## src/rtl/i2c_cmd_engine.sv

```systemverilog
module i2c_cmd_engine #(
  parameter int DIV_STD     = 250,
  parameter int DIV_FAST    = 63,
  parameter int TIMEOUT_CYC = 100000
) (
  input  logic        clk,
  input  logic        rst_n,
  input  logic        cfg_reset,
  input  logic        cfg_enable,
  input  logic        fast_mode,
  input  logic        cmd_wr,
  input  logic [31:0] cmd_wdata,
  output logic        busy,
  output logic [2:0]  status,
  input  logic        tx_valid,
  input  logic [7:0]  tx_data,
  input  logic        tx_last,
  output logic        tx_ready,
  output logic        rx_valid,
  output logic [7:0]  rx_data,
  input  logic        rx_full,
  output logic        scl_oe,
  input  logic        scl_in,
  output logic        sda_oe,
  input  logic        sda_in
);
  localparam int DMAX = (DIV_STD > DIV_FAST) ? DIV_STD : DIV_FAST;
  localparam int DW   = $clog2(DMAX) + 1;
  localparam int TW   = $clog2(TIMEOUT_CYC + 1) + 1;
  localparam logic [3:0] PROTO_WR = 4'd7;
  localparam logic [3:0] PROTO_RD = 4'd8;
  localparam logic [2:0] ST_OK = 3'd0, ST_ARB = 3'd1, ST_NADDR = 3'd2, ST_NDATA = 3'd3,
                         ST_TMO = 3'd4, ST_UNDER = 3'd5, ST_RXFULL = 3'd6;

  typedef enum logic [2:0] {IDLE, START, LOAD, BLO, BHI, PLO, PHI, PEND} state_t;

  state_t        st;
  logic [DW-1:0] cnt;
  logic [TW-1:0] tcnt;
  logic [7:0]    sh;
  logic [3:0]    bidx;
  logic [7:0]    remain;
  logic [2:0]    err;
  logic          is_rd, addr_ph, last_q, sda_q;

  logic [DW-1:0] half_m1;
  logic          en, tx_mode, phase_end, go, bit_drive, unused_cmd;
  logic [3:0]    proto;
  logic [7:0]    byte_in;

  assign half_m1    = fast_mode ? DW'(DIV_FAST - 1) : DW'(DIV_STD - 1);
  assign en         = cfg_enable & ~cfg_reset;
  assign tx_mode    = ~is_rd | addr_ph;
  assign phase_end  = (cnt == half_m1);
  assign proto      = cmd_wdata[12:9];
  assign go         = cmd_wr & cmd_wdata[31] &
                      ((proto == PROTO_WR) | ((proto == PROTO_RD) & (cmd_wdata[7:0] != 8'd0)));
  assign byte_in    = {sh[6:0], sda_in};
  assign unused_cmd = ^{cmd_wdata[30:13], cmd_wdata[8]};

  always_comb begin
    if (bidx != 4'd8) bit_drive = tx_mode & ~sh[7];
    else              bit_drive = ~tx_mode & (remain != 8'd1) & (err == ST_OK);
  end

  assign scl_oe   = (st == BLO) | (st == PLO);
  assign sda_oe   = sda_q;
  assign tx_ready = (st == LOAD) & tx_mode & tx_valid;

  always_ff @(posedge clk or negedge rst_n) begin
    if (!rst_n) begin
      st <= IDLE; cnt <= '0; tcnt <= '0; sh <= '0; bidx <= '0; remain <= '0;
      err <= ST_OK; is_rd <= 1'b0; addr_ph <= 1'b0; last_q <= 1'b0; sda_q <= 1'b0;
      busy <= 1'b0; status <= ST_OK; rx_valid <= 1'b0; rx_data <= '0;
    end else if (!en) begin
      st <= IDLE; cnt <= '0; tcnt <= '0; sh <= '0; bidx <= '0; remain <= '0;
      err <= ST_OK; is_rd <= 1'b0; addr_ph <= 1'b0; last_q <= 1'b0; sda_q <= 1'b0;
      busy <= 1'b0; status <= ST_OK; rx_valid <= 1'b0; rx_data <= '0;
    end else begin
      rx_valid <= 1'b0;
      case (st)
        IDLE: if (go) begin
          busy <= 1'b1; status <= ST_OK; err <= ST_OK;
          is_rd <= (proto == PROTO_RD); remain <= cmd_wdata[7:0];
          addr_ph <= 1'b1; cnt <= '0; sda_q <= 1'b1; st <= START;
        end
        START: begin
          cnt <= cnt + 1'b1;
          if (phase_end) begin cnt <= '0; st <= LOAD; end
        end
        LOAD: begin
          bidx <= '0; cnt <= '0;
          if (!tx_mode) st <= BLO;
          else if (tx_valid) begin sh <= tx_data; last_q <= tx_last; st <= BLO; end
          else begin err <= ST_UNDER; st <= PLO; end
        end
        BLO: begin
          cnt <= cnt + 1'b1;
          if (cnt == '0) sda_q <= bit_drive;
          if (phase_end) begin cnt <= '0; tcnt <= '0; st <= BHI; end
        end
        BHI, PHI: begin
          if (!scl_in) begin
            tcnt <= tcnt + 1'b1;
            if (tcnt == TW'(TIMEOUT_CYC - 1)) begin
              status <= ST_TMO; busy <= 1'b0; sda_q <= 1'b0; st <= IDLE;
            end
          end else begin
            cnt <= cnt + 1'b1;
            if (phase_end) begin
              cnt <= '0;
              if (st == PHI) begin
                sda_q <= 1'b0; st <= PEND;
              end else if (bidx != 4'd8) begin
                if (tx_mode & ~sda_q & ~sda_in) begin
                  status <= ST_ARB; busy <= 1'b0; st <= IDLE;
                end else begin
                  sh <= byte_in; bidx <= bidx + 1'b1; st <= BLO;
                  if (!tx_mode && bidx == 4'd7) begin
                    if (rx_full) err <= ST_RXFULL;
                    else begin rx_valid <= 1'b1; rx_data <= byte_in; end
                  end
                end
              end else if (tx_mode) begin
                if (sda_in) begin
                  err <= addr_ph ? ST_NADDR : ST_NDATA; st <= PLO;
                end else begin
                  addr_ph <= 1'b0;
                  st <= (~is_rd & last_q) ? PLO : LOAD;
                end
              end else begin
                remain <= remain - 1'b1;
                st <= ((remain == 8'd1) || (err != ST_OK)) ? PLO : LOAD;
              end
            end
          end
        end
        PLO: begin
          cnt <= cnt + 1'b1;
          if (cnt == '0) sda_q <= 1'b1;
          if (phase_end) begin cnt <= '0; tcnt <= '0; st <= PHI; end
        end
        PEND: begin
          cnt <= cnt + 1'b1;
          if (phase_end) begin busy <= 1'b0; status <= err; st <= IDLE; end
        end
        default: st <= IDLE;
      endcase
    end
  end
endmodule

```

## config.mk

```make
export PLATFORM = sky130hd
export DESIGN_NAME = i2c_cmd_engine
export DESIGN_NICKNAME = d
export VERILOG_FILES = /design/src/rtl/i2c_cmd_engine.sv
export SDC_FILE = /design/constraint.sdc
export NUM_CORES = 1
export LEC_CHECK = 0
export BUFFER_PORTS_ARGS = -buffer_cell sky130_fd_sc_hd__buf_4
export CORE_ASPECT_RATIO = 0.5
export CORE_MARGIN = 10
export CORE_UTILIZATION = 50
export DETAILED_ROUTE_END_ITERATION = 10
export HOLD_SLACK_MARGIN = 0.06
export PLACE_DENSITY = 0.83
export RECOVER_POWER = 25
export REMOVE_ABC_BUFFERS = 1
export SLEW_MARGIN = 20
export SYNTH_ARGS = -nofsm -noshare
export SYNTH_HDL_FRONTEND = slang
export SYNTH_SLANG_ARGS = --single-unit
```

## constraint.sdc

```tcl
create_clock -name clk -period 2.8 [get_ports clk]
set_input_delay 0.14 -clock clk [delete_from_list [all_inputs] [get_ports clk]]
set_output_delay 0.14 -clock clk [all_outputs]
set_load 0.02 [all_outputs]
```

==> metrics <==
DRT Pass-1 Iters 7; initial drt markers 575; Slew Viols, Final 71; WL per Instance between 15 and 20 µm; clk_lat worst skew about 340 ps; initial antenna violation count 0; max_slew headroom -0.210; element type at the critical path start flip-flop; clock root cell clkbuf_16; CTS tree done; R2R cell count 5; Least-Margin Pin Slew 1810 ps; Worst Setup Path Type reg2reg; fin nets roughly 590; HPWL after DPL 8.41 mm; Post-Synthesis Cells 481; setup repair bufs after CTS 0; Layout area overhead 18.5%; Crit. path cell count 5; Clock Skews 5.52 ps; Initial Utilization 0.509; Yosys cell types 69; crit path DAT approximately 2900 ps; CP max FO 8; largest net degree at the start of global routing 71; Hold Crit Class in2reg; Die ar. 13100 µm²; Mapped Area 4390 µm²; CP Capture Type flip-flop; most common cell after layout, fill and taps aside dfrtp_1; worst path bufs/invs 0; # setup viols final 0; fillcell total 673; Flop pwr share 0.401; port buffer count 47; Gate power share 0.095; final worst path period need 2670 ps; Fin. Hold Viols 0; violated checks max-capacitance violations, max-slew violations; die height 86.2 µm; ys async rst share 1.00; Int Pwr around 2000 µW; max incr delay on CP 610 ps; Static Leak 0.00229 µW; Fin Hold WS roughly 82 ps; status finished, violations left; Post-Route WL between 10 and 15 mm; vias post-DR 4307; most frequent cells in the layout 70 x dfrtp_1, 53 x buf_4, 49 x nor2_1, 37 x nand2_1, 37 x o21ai_0; CP max-delay cell or4b_1; CP cell instances or4b_1, o22a_2, o31a_1, a311o_2, mux2_4; via density per instance 6.55; clock network power share 0.504; Max Cap Viol 1; Clock Tree Buf Depth 2; number of H-tree levels 3; grt ovf 0; Boundary Pins 67; Core Footprint 8620 µm²; CTS Sinks 70; hold path depth 3; Yosys reg bits 70; clock slew at reported path FFs 60 ps; RSZ-0062 raised after global routing no; Cell Pwr Density 508 nW/µm²; # diodes 0; Die Wd 152 µm; Top FF cell, synth dfrtp_1; fraction of layout cells with a size suffix above 1 0.179; synth warn 0; Final ANT Viol Nets 0; CTS Buf Count 9; Mean Syn Cell Area 9.12 µm²; NetSw 612 µW; vias in the first global route 4069; CP top delay family compound AO/OA/AOI/OAI gates; EDFF count, synth 0; # rows 24; first-pass GRT wire length ~21 mm; Worst Path Required around 3000 ps; crit share post-route 0.955; Max Fclk between 0.3 and 0.4 GHz; Peak VDD IR 0.306 mV; Seq/Total Area, Yosys 0.399; RD Place Congestion 0.901; switching part of the total 0.232; All-Layer GR Usage 0.190; DRC 0; Fin Setup TNS 0 ps
kinds of logic after synthesis:
kind of cell,after synthesis,synth area share
and+or+nand+nor,184,0.221
AOI/OAI and AO/OA,150,0.234
DFF,70,0.399
buffers and inverters,41,0.0493
muxes,28,0.0747
adders and majority gates,7,0.0200
xor gates and xnor gates,1,0.00200
metal layers:
| metal | up-vias | part of all wire | global-route usage |
|---|---|---|---|
| li1 | 1939 | - | - |
| met1 | 2057 | 0.40 | 0.238 |
| met2 | 261 | 0.48 | 0.313 |
| met3 | 50 | 0.091 | 0.0435 |
| met4 | 0 | 0.030 | 0.0852 |
| met5 | - | 0 | 0 |
cell usage after synthesis, types with 11 or more instances:
master | instances | area (µm²)
o21ai_0 | 37 | 185
inv_1 | 15 | 56.3
nand2_1 | 37 | 139
nor2_1 | 49 | 184
nor3_1 | 12 | 60.1
nand4_1 | 11 | 68.8
mux2i_1 | 14 | 140
o211ai_1 | 14 | 105
clkbuf_1 | 17 | 63.8
nand3_1 | 17 | 85.1
dfrtp_1 | 70 | 1750
a21oi_1 | 21 | 105
metrics by stage:
stage / instances / total power [µW] / setup slack, ps / cell area [µm²] / utilization
floorplan: 455 / 1200 / 142 / 4230 / -
global placement: 640 / 1310 / 144 / 4880 / 0.567
global route: 658 / 2720 / 42.6 / 5200 / 0.603
finish: 658 / 2640 / 125 / 5200 / 0.603
detailed placement: 640 / 1320 / 75.6 / 4880 / 0.567
CTS: 658 / 2650 / 22.8 / 5250 / 0.609
sequential cells by signal, summed over array words and instances, names as in the netlist:
signal / count
addr_ph: 1
cnt: 9
rx_data: 8
busy: 1
last_q: 1
sh: 8
rx_valid: 1
is_rd: 1
status: 3
tcnt: 18
bidx: 4
remain: 8
err: 3
st: 3
sda_oe: 1
worst register-to-register path, cell delays in order, from the launching register on:
cell and delay (ps):
dfrtp_1 440, or4b_1 610, o22a_2 280, o31a_1 410, a311o_2 480, mux2_4 340
cell type report:
type	count	area [µm²]	share of cell area
Clock buffer	10	239	0.0460
Clock inverter	6	109	0.0209
Inverter	15	56.3	0.0108
Multi-Input combinational cell	370	2420	0.466
Sequential cell	70	1750	0.337
Tap cell	117	146	0.0282
Timing Repair Buffer	70	475	0.0915
path summary, 6_finish.rpt:
kind                                 startpoint               endpoint  slack [ps]
max                          cnt[6]$_DFFE_PN0N_      sh[2]$_DFFE_PN0P_         130
min                                cmd_wdata[4]  remain[4]$_DFFE_PN0P_          80
max reg2reg                  cnt[6]$_DFFE_PN0N_      sh[2]$_DFFE_PN0P_         130
min reg2reg                tcnt[17]$_DFFE_PN0P_   tcnt[17]$_DFFE_PN0P_         480
max in group asynchronous                 rst_n  remain[5]$_DFFE_PN0P_         900
min in group asynchronous                 rst_n    tcnt[8]$_DFFE_PN0P_         840
power by group through the flow:
stage,registers (µW),logic (µW),clock network (µW)
5_1_grt,1060,274,1380
2_1_floorplan,1070,129,0
3_3_place_gp,1080,238,0
3_5_place_dp,1080,245,0
6_report,1060,251,1330
4_1_cts,1060,249,1350
repair_timing:
item,4_1_cts,5_1_grt
endpoints found under the setup margin,0,8
endpoints found under the hold margin,71,0
hold buffers,2,0
resized for setup,0,1
(Power assumes the default switching activity.)
